[config.mk]
export PLATFORM = sky130hd
export DESIGN_NAME = intr_aggregator
export DESIGN_NICKNAME = d
export VERILOG_FILES = /design/src/rtl/intr_agg_pkg.sv /design/src/rtl/intr_flag_reg.sv /design/src/rtl/intr_req_gen.sv /design/src/rtl/intr_pin_steer.sv /design/src/rtl/intr_aggregator.sv
export SDC_FILE = /design/constraint.sdc
export NUM_CORES = 1
export LEC_CHECK = 0
export CAP_MARGIN = 20
export CELL_PAD_IN_SITES_DETAIL_PLACEMENT = 0
export CELL_PAD_IN_SITES_GLOBAL_PLACEMENT = 1
export CORE_MARGIN = 3
export CORE_UTILIZATION = 14
export DETAILED_ROUTE_END_ITERATION = 10
export GPL_TIMING_DRIVEN = 0
export PLACE_DENSITY = 0.85
export REMOVE_ABC_BUFFERS = 1
export SKIP_CTS_REPAIR_TIMING = 1
export SLEW_MARGIN = 20
export SYNTH_ARGS = -nofsm -noshare
export SYNTH_HDL_FRONTEND = slang
export SYNTH_SLANG_ARGS = --single-unit
[constraint.sdc]
create_clock -name clk -period 2.5 [get_ports clk]
set_clock_uncertainty 0.15 [all_clocks]
set_input_delay 0.5 -clock clk [delete_from_list [all_inputs] [get_ports clk]]
set_output_delay 0.5 -clock clk [all_outputs]
set_load 0.05 [all_outputs]
[src/rtl/intr_agg_pkg.sv]
package intr_agg_pkg;
   localparam int FLAG_W = 16;
   // implemented flag positions of the two status words
   localparam logic [FLAG_W-1:0] IMPL_A = 16'h5D00;
   localparam logic [FLAG_W-1:0] IMPL_B = 16'h022A;

   typedef struct packed {
      logic              we;
      logic [FLAG_W-1:0] data;
   } clr_wr_t;
endpackage

[src/rtl/intr_flag_reg.sv]
module intr_flag_reg
   import intr_agg_pkg::*;
#(
   parameter int                W    = FLAG_W,
   parameter logic [W-1:0]      IMPL = '1
) (
   input  logic         clk,
   input  logic         rst_n,
   input  logic [W-1:0] set_i,
   input  logic         clr_we_i,
   input  logic [W-1:0] clr_data_i,
   input  logic [W-1:0] mask_i,
   output logic [W-1:0] flags_o,
   output logic         pend_o
);
   logic [W-1:0] flags_q;
   logic [W-1:0] clr_eff;
   logic [W-1:0] flags_d;

   always_comb begin
      clr_eff = clr_we_i ? clr_data_i : '0;
      // set wins over a simultaneous clear
      flags_d = ((flags_q & ~clr_eff) | set_i) & IMPL;
   end

   always_ff @(posedge clk or negedge rst_n) begin
      if (!rst_n) flags_q <= '0;
      else        flags_q <= flags_d;
   end

   assign flags_o = flags_q;
   assign pend_o  = |(flags_q & ~mask_i);
endmodule

[src/rtl/intr_req_gen.sv]
module intr_req_gen #(
   parameter bit EDGE_EN = 1'b1
) (
   input  logic clk,
   input  logic rst_n,
   input  logic pend_i,
   input  logic edge_mode_i,
   output logic req_o
);
   generate
      if (EDGE_EN) begin : g_edge
         logic pend_q;
         always_ff @(posedge clk or negedge rst_n) begin
            if (!rst_n) pend_q <= 1'b0;
            else        pend_q <= pend_i;
         end
         assign req_o = edge_mode_i ? (pend_i & ~pend_q) : pend_i;
      end else begin : g_level
         assign req_o = pend_i;
      end
   endgenerate
endmodule

[src/rtl/intr_pin_steer.sv]
module intr_pin_steer #(
   parameter int NPINS = 4,
   localparam int SEL_W = (NPINS > 1) ? $clog2(NPINS) : 1
) (
   input  logic             enable_i,
   input  logic             req_i,
   input  logic [SEL_W-1:0] sel_i,
   input  logic             active_low_i,
   output logic [NPINS-1:0] val_o,
   output logic [NPINS-1:0] oe_o
);
   generate
      for (genvar p = 0; p < NPINS; p++) begin : g_pin
         logic hit;
         assign hit      = enable_i && (sel_i == SEL_W'(p));
         assign oe_o[p]  = hit;
         assign val_o[p] = hit & (req_i ^ active_low_i);
      end
   endgenerate
endmodule

[src/rtl/intr_aggregator.sv]
module intr_aggregator
   import intr_agg_pkg::*;
#(
   parameter int NPINS   = 4,
   parameter bit EDGE_EN = 1'b1,
   localparam int SEL_W  = $clog2(NPINS)
) (
   input  logic              clk,
   input  logic              rst_n,
   input  logic              cfg_valid,
   input  logic [FLAG_W-1:0] set_a,
   input  logic [FLAG_W-1:0] set_b,
   input  logic              clr_a_we,
   input  logic [FLAG_W-1:0] clr_a_data,
   input  logic              clr_b_we,
   input  logic [FLAG_W-1:0] clr_b_data,
   input  logic [FLAG_W-1:0] mask_a,
   input  logic [FLAG_W-1:0] mask_b,
   input  logic [SEL_W-1:0]  pin_sel,
   input  logic              active_low,
   input  logic              edge_mode,
   output logic [FLAG_W-1:0] stat_a,
   output logic [FLAG_W-1:0] stat_b,
   output logic [NPINS-1:0]  irq_val,
   output logic [NPINS-1:0]  irq_oe
);
   generate
      if (NPINS < 2 || (NPINS & (NPINS - 1)) != 0) begin : g_bad_npins
         $error("NPINS must be a power of two of at least 2");
      end
   endgenerate

   clr_wr_t clr_a, clr_b;
   logic    pend_a, pend_b, req, cfg_done_q;

   assign clr_a = '{we: clr_a_we, data: clr_a_data};
   assign clr_b = '{we: clr_b_we, data: clr_b_data};

   always_ff @(posedge clk or negedge rst_n) begin
      if (!rst_n)         cfg_done_q <= 1'b0;
      else if (cfg_valid) cfg_done_q <= 1'b1;
   end

   intr_flag_reg #(.W(FLAG_W), .IMPL(IMPL_A)) u_word_a (
      .clk(clk), .rst_n(rst_n), .set_i(set_a), .clr_we_i(clr_a.we),
      .clr_data_i(clr_a.data), .mask_i(mask_a), .flags_o(stat_a), .pend_o(pend_a)
   );

   intr_flag_reg #(.W(FLAG_W), .IMPL(IMPL_B)) u_word_b (
      .clk(clk), .rst_n(rst_n), .set_i(set_b), .clr_we_i(clr_b.we),
      .clr_data_i(clr_b.data), .mask_i(mask_b), .flags_o(stat_b), .pend_o(pend_b)
   );

   intr_req_gen #(.EDGE_EN(EDGE_EN)) u_req (
      .clk(clk), .rst_n(rst_n), .pend_i(pend_a | pend_b),
      .edge_mode_i(edge_mode), .req_o(req)
   );

   intr_pin_steer #(.NPINS(NPINS)) u_steer (
      .enable_i(cfg_done_q), .req_i(req), .sel_i(pin_sel),
      .active_low_i(active_low), .val_o(irq_val), .oe_o(irq_oe)
   );
endmodule

==> results of run 1 <==
## worst reg2reg max path, delay by kind of cell (launching register included)
family | cells | cell delay, ns
compound gates | 1 | 0.20
simple gates | 2 | 0.45
flops | 1 | 0.42
## cells by family after synthesis
| kind of cell | Yosys count |
|---|---|
| AO/OA/AOI/OAI | 21 |
| AND/OR/NAND/NOR | 37 |
| buffers and inverters | 32 |
| flip-flops | 11 |
| other | 1 |
## final timing paths
| kind | from | cells past startpoint | end | slack [ns] |
|---|---|---|---|---|
| max | pin_sel[0] | 6 | irq_val[2] | 0.10 |
| max in group asynchronous | rst_n | 1 | cfg_done_q | 1.32 |
| min reg2reg | u_word_a.flags_o[12] | 1 | u_word_a.flags_o[12] | 0.35 |
| max reg2reg | u_word_a.flags_o[8] | 3 | u_req.g_edge.pend_q | 1.16 |
| min | u_word_a.flags_o[12] | 1 | u_word_a.flags_o[12] | 0.35 |
| min in group asynchronous | rst_n | 1 | u_word_a.flags_o[14] | 0.48 |
## state kept, by name, summed over array words and instances (netlist names)
name                 flops
cfg_done_q               1
u_req.g_edge.pend_q      1
u_word_b.flags_o         4
u_word_a.flags_o         5
## where the power goes
group	switching (uW)	internal, uW	leakage, uW
registers	10.7	188	0.000107
clock network	63.9	112	0.0000228
logic	204	113	0.000690
total	279	413	0.000820
## per-stage QoR
step,cells,setup TNS [ns],power [uW]
3_5_place_dp,224,-4.66,493
4_1_cts,228,-4.69,676
3_3_place_gp,224,-4.55,492
2_1_floorplan,97,-0.278,380
5_1_grt,231,0,732
6_report,231,0,692
## routing by layer
layer  vias to the layer above  part of all wire, %  global-route usage, %
li1                        415                    -                      -
met1                       403                   39                   8.35
met2                        51                   50                   11.6
met3                         2                  9.8                   1.83
met4                         0                 0.83                   2.59
met5                         -                    0                      0
## Yosys cell counts
cell type and instances:
sky130_fd_sc_hd__a21o_1 10, sky130_fd_sc_hd__a22oi_1 4, sky130_fd_sc_hd__and3_1 1, sky130_fd_sc_hd__and3_2 1, sky130_fd_sc_hd__and3b_2 2, sky130_fd_sc_hd__buf_4 27
sky130_fd_sc_hd__clkinv_1 1, sky130_fd_sc_hd__conb_1 1, sky130_fd_sc_hd__dfrtp_1 11, sky130_fd_sc_hd__inv_1 3, sky130_fd_sc_hd__inv_2 1, sky130_fd_sc_hd__nand2_1 14
sky130_fd_sc_hd__nand2b_1 2, sky130_fd_sc_hd__nand2b_2 2, sky130_fd_sc_hd__nand3_1 4, sky130_fd_sc_hd__nor2b_1 2, sky130_fd_sc_hd__nor3_1 1, sky130_fd_sc_hd__nor3b_2 1
sky130_fd_sc_hd__nor4b_1 1, sky130_fd_sc_hd__o2111ai_2 1, sky130_fd_sc_hd__o21ai_0 4, sky130_fd_sc_hd__o221ai_2 1, sky130_fd_sc_hd__o22ai_4 1, sky130_fd_sc_hd__or2_1 1
sky130_fd_sc_hd__or3_1 1, sky130_fd_sc_hd__or4_1 4
## layout make-up
class	instances	area, um^2	area share [%]
multi-input cells	81	599	37.2
repair buffers	55	578	35.9
flip-flops and latches	11	277	17.2
well taps	75	93.8	5.82
clock buffers	4	45.0	2.80
inverters	5	18.8	1.16
==> Flow_metrics.wiki, run 1 <==
{| class="wikitable"
! Metric !! Value
|-
| Status || finished clean
|-
| Initial antenna violation count || 0
|-
| Commonest cells after routing, fill and taps aside || sky130_fd_sc_hd__clkdlybuf4s50_1, sky130_fd_sc_hd__conb_1, sky130_fd_sc_hd__nand2_1
|-
| DP HPWL || 2.23 mm
|-
| Final Wtd Congestion || 0.731
|-
| Leakage || 0.000820 uW
|-
| Tot GR Track Use || 6.88%
|-
| Later-pin clock latency in the skew report || 0.23 ns
|-
| Required time reported for the critical path endpoint || 1.85 ns
|-
| Hold_ws || 0.347 ns
|-
| Cells taking the most area after synthesis || sky130_fd_sc_hd__dfrtp_1, sky130_fd_sc_hd__buf_4, sky130_fd_sc_hd__a21o_1
|-
| Minimum setup slack after placement || -0.900 ns
|-
| Mux contribution to synthesized area || 0%
|-
| Synth unique cells || 26
|-
| Worst slew margin || 62.8%
|-
| Post-synthesis area per instance || 8.76 um^2
|-
| Time the worst path needs with I/O delays and setup || 2.40 ns
|-
| Layout filler cell count || 648
|-
| Aggregate routed wire length || 2.77 mm
|-
| Simple logic cell fraction of the synthesized area || 24.4%
|-
| Sequential element share of the synthesized area || 30.8%
|-
| Remaining design rule violation count || 0
|-
| Synth Area in Adders || 0%
|-
| Chip height || 85.9 um
|-
| Placement-stage cell area || 1390 um^2
|-
| Final critical-path share of the clock period || 95.8%
|-
| Routed length per placed instance || 12.0 um
|-
| Number of detailed-route iterations in the first pass || 4
|-
| Root buf cell || sky130_fd_sc_hd__clkbuf_8
|-
| Port Buffers || 52
|-
| Total overflow reported by the global router || 0
|-
| Number of ports placed on the die boundary || 145
|-
| Maximum level of the CTS H-tree || 1
|-
| RSZ-0062 raised after global routing || no
|-
| Final number of setup-violating endpoints || 0
|-
| Post-Route Utilization || 26.6%
|-
| Num Clock Sinks || 11
|-
| Number of buffers created by CTS || 3
|-
| Post-route worst setup slack || 0.104 ns
|-
| Compound-cell area share of the yosys netlist || 19.6%
|-
| Placeable Area || 6060 um^2
|-
| Largest family of logic cells by synthesized area || buffers and inverters
|-
| Critical Path, Cell by Cell || clkbuf_2 -> and3b_2 -> nand2_1 -> or4_4 -> nand3_2 -> buf_6
|-
| Crit Path Max Fanout || 6
|-
| Synth Warn # || 0
|-
| Nature of the critical path startpoint || input pin
|-
| Worst setup path category || input pin to primary output
|-
| Kind of end point of the critical path || primary output
|-
| Number of buffer and inverter instances along the worst setup path || 2
|-
| Antenna Cells || 0
|-
| Routed Antenna Nets || 0
|-
| Number of synthesized register bits || 11
|-
| Pin count of the biggest net entering global routing || 12
|-
| Global-route wire length before repair || 3.94 mm
|-
| Iteration-0 DRC count of the detailed router || 15
|-
| Most common cell after layout, fill and taps aside || sky130_fd_sc_hd__clkdlybuf4s50_1
|-
| Final Hold Violating Endpoints || 0
|-
| Fraction of final layout cells with drive strength greater than 1 || 23.1%
|-
| Cell count after synthesis || 102
|-
| Worst ir drop on vdd || 0.138 mV
|-
| Least-Margin Pin Slew || 0.556 ns
|-
| Slowest cell on crit path || sky130_fd_sc_hd__or4_4
|-
| Starting utilization of the core area || 14.7%
|-
| Clock tree buffer depth || 2
|-
| Achievable Freq || 417 MHz
|-
| Cell type contributing the most total cell area after synthesis || sky130_fd_sc_hd__dfrtp_1
|-
| Summed area of non-filler cells in the final layout || 1610 um^2
|-
| Average via count per standard cell || 3.77
|-
| Max-slew violation count || 0
|-
| DIE AREA || 7380 um^2
|-
| Maximum capacitance violations || 0
|-
| Biggest cell delay along the critical path || 0.49 ns
|-
| Area added between synthesis and finish || 80.4%
|-
| Hold Crit Class || flop to flop
|-
| Data arrival time of the worst path || 1.75 ns
|-
| Cell area after synthesis || 893 um^2
|-
| Delay-heaviest family, CP || simple AND/OR/NAND/NOR gates
|-
| Row count || 28
|-
| Final layout net count || 262
|-
| XOR/XNOR Fraction of Synth Area || 0%
|-
| Number of global-route vias before repair || 798
|-
| Power density of the placed cells || 429 nW/um^2
|-
| Horiz. Die Dim || 85.9 um
|-
| Clock slew at the register clock pins of the worst setup and hold paths || 0.05 ns
|-
| Clock tree from TritonCTS || yes
|-
| Top-area cell type share of the netlist area || 30.8%
|-
| Via count || 871
|}
No activity file was read; power rests on OpenSTA's default activity.
==> inputs of run 2 (changes only) <==
Settings changed: CORE_UTILIZATION 14 to 12, PLACE_DENSITY 0.85 to 0.78.
Clock period 2.5 ns to 2.1 ns, I/O delays scaled along.
==> run 2 against run 1 <==
The flow now finishes with violations (negative setup slack). Hold slack improved by 0.022 ns. Power increased by 22%. Register-to-register slack got worse by 0.50 ns. Flip-flop and latch count unchanged. Largest cell class is now non-clock buffers. Largest power group unchanged.
==> Flow_metrics.wiki, run 2 (synthesized netlist as in run 1, its figures left out) <==
{| class="wikitable"
! Metric !! Value
|-
| Number of flip-flops under the largest register name || 5 (unchanged)
|-
| Data arrival time of the worst path || 1.68 ns (-0.07 ns)
|-
| Commonest cells after routing, fill and taps aside || sky130_fd_sc_hd__clkdlybuf4s50_1, sky130_fd_sc_hd__conb_1, sky130_fd_sc_hd__dlymetal6s2s_1
|-
| Num Clock Sinks || 11 (unchanged)
|-
| Power density of the placed cells || 502 nW/um^2 (+17%)
|-
| Leakage || 0.000867 uW (+5.6%)
|-
| Starting utilization of the core area || 12.7% (-2.0 points)
|-
| Critical Path, Cell by Cell || nor3b_4 -> nand2_1 -> or4_4 -> nand3_2 -> buf_8
|-
| Least-Margin Pin Slew || 0.540 ns (-0.0156 ns)
|-
| Post-route total power || 845 uW (+22%)
|-
| Initial antenna violation count || 0 (unchanged)
|-
| Iteration-0 DRC count of the detailed router || 35 (+20)
|-
| Crit Path Max Fanout || 7 (+1)
|-
| Routed Antenna Nets || 0 (unchanged)
|-
| Global-route wire length before repair || 4.01 mm (+1.8%)
|-
| Post-Route Utilization || 24.0% (-2.6 points)
|-
| Slowest cell on crit path || sky130_fd_sc_hd__or4_4
|-
| Worst setup path category || flop to primary output
|-
| Area taken by multi-input logic gates || 602 um^2 (+0.42%)
|-
| Number of detailed-route iterations in the first pass || 4 (unchanged)
|-
| Hold_ws || 0.370 ns (+0.0222 ns)
|-
| Total overflow reported by the global router || 0 (unchanged)
|-
| Number of global-route vias before repair || 805 (+0.88%)
|-
| Routed length per placed instance || 12.0 um (about the same)
|-
| Achievable Freq || 444 MHz
|-
| Final number of setup-violating endpoints || 4 (+4)
|-
| Failing checks || negative setup slack
|-
| Minimum setup slack after placement || -1.20 ns (-0.300 ns)
|-
| Area added between synthesis and finish || 88.5%
|-
| Horiz. Die Dim || 92.3 um (+7.5%)
|-
| RSZ-0062 raised after global routing || yes
|-
| Via count || 907 (+4.1%)
|-
| Worst ir drop on vdd || 0.335 mV (+140%)
|-
| Most common cell after layout, fill and taps aside || sky130_fd_sc_hd__clkdlybuf4s50_1
|-
| Clock tree buffer depth || 2 (unchanged)
|-
| Status || complete, but fails checks
|-
| Worst slew margin || 63.9% (+1.0 points)
|-
| Chip height || 92.3 um (+7.5%)
|-
| Storage cell area || 277 um^2 (unchanged)
|-
| Final layout net count || 268 (+2.3%)
|-
| Final Hold Violating Endpoints || 0 (unchanged)
|-
| Maximum level of the CTS H-tree || 1 (unchanged)
|-
| Aggregate routed wire length || 3.09 mm (+12%)
|-
| Later-pin clock latency in the skew report || 0.24 ns (about the same)
|-
| Layout filler cell count || 763 (+18%)
|-
| Number of buffer and inverter instances along the worst setup path || 1 (-1)
|-
| Final Wtd Congestion || 0.794 (+8.7%)
|-
| Pin count of the biggest net entering global routing || 12 (unchanged)
|-
| Placeable Area || 7020 um^2 (+16%)
|-
| Tot GR Track Use || 5.98% (-0.90 points)
|-
| Time the worst path needs with I/O delays and setup || 2.25 ns
|-
| Remaining design rule violation count || 0 (unchanged)
|-
| Port Buffers || 52 (unchanged)
|-
| Fraction of final layout cells with drive strength greater than 1 || 25.3% (+2.2 points)
|-
| Row count || 30 (+7.1%)
|-
| DIE AREA || 8520 um^2 (+15%)
|-
| Biggest cell delay along the critical path || 0.48 ns (about the same)
|-
| Nature of the critical path startpoint || flop
|-
| Final critical-path share of the clock period || 107%
|-
| Average via count per standard cell || 3.52 (-6.8%)
|-
| Delay-heaviest family, CP || simple AND/OR/NAND/NOR gates
|-
| Maximum capacitance violations || 0 (unchanged)
|-
| Kind of end point of the critical path || primary output
|-
| DP HPWL || 2.11 mm (-5.5%)
|-
| Antenna Cells || 0 (unchanged)
|-
| Clock slew at the register clock pins of the worst setup and hold paths || 0.05 ns (about the same)
|-
| Number of buffers created by CTS || 3 (unchanged)
|-
| Post-route worst setup slack || -0.153 ns (-0.257 ns)
|-
| Hold Crit Class || flop to flop
|-
| Max-slew violation count || 0 (unchanged)
|-
| Number of ports placed on the die boundary || 145 (unchanged)
|-
| Root buf cell || sky130_fd_sc_hd__clkbuf_8
|-
| Required time reported for the critical path endpoint || 1.53 ns (-0.32 ns)
|-
| Clock tree from TritonCTS || yes
|}
run 2: path summary, 6_finish.rpt:
path | depth (start not counted) | to | slack (ns) | startpoint
setup / recovery | 5 | irq_val[0] | -0.15 | cfg_done_q
hold / removal | 1 | u_word_a.flags_o[12] | 0.37 | u_word_a.flags_o[12]
setup reg to reg | 4 | u_req.g_edge.pend_q | 0.66 | u_word_a.flags_o[14]
hold reg to reg | 1 | u_word_a.flags_o[12] | 0.37 | u_word_a.flags_o[12]
max in group asynchronous | 1 | cfg_done_q | 1.02 | rst_n
min in group asynchronous | 1 | u_word_a.flags_o[14] | 0.39 | rst_n
run 2: report_power, final:
part	switching, uW	internal [uW]	total [uW]
sequential	12.6	224	237
clock	81.1	134	215
combinational	253	141	394
total	347	498	845
run 2: per-stage QoR:
step | cells | setup TNS, ns | area (um^2)
after global routing | 258 | -0.862 | 1680
after CTS | 249 | -6.83 | 1460
after detailed placement | 245 | -6.80 | 1410
after global placement | 245 | -6.74 | 1410
after floorplan | 97 | -1.30 | 773
final | 258 | -0.577 | 1680
run 2: per-layer routing:
metal  track usage [%]  up-vias  wire [um]
li1                  -      429          -
met1              7.95      419       1310
met2              9.00       55       1450
met3              2.63        4        303
met4              1.11        0         27
met5                 0        -          0
run 2: cell type report:
type,instances,area share [%]
timing repair buffer,59,36.9
inverter,5,1.11
tap,96,7.13
multi-input combinational,83,35.7
sequential,11,16.4
clock buffer,4,2.67
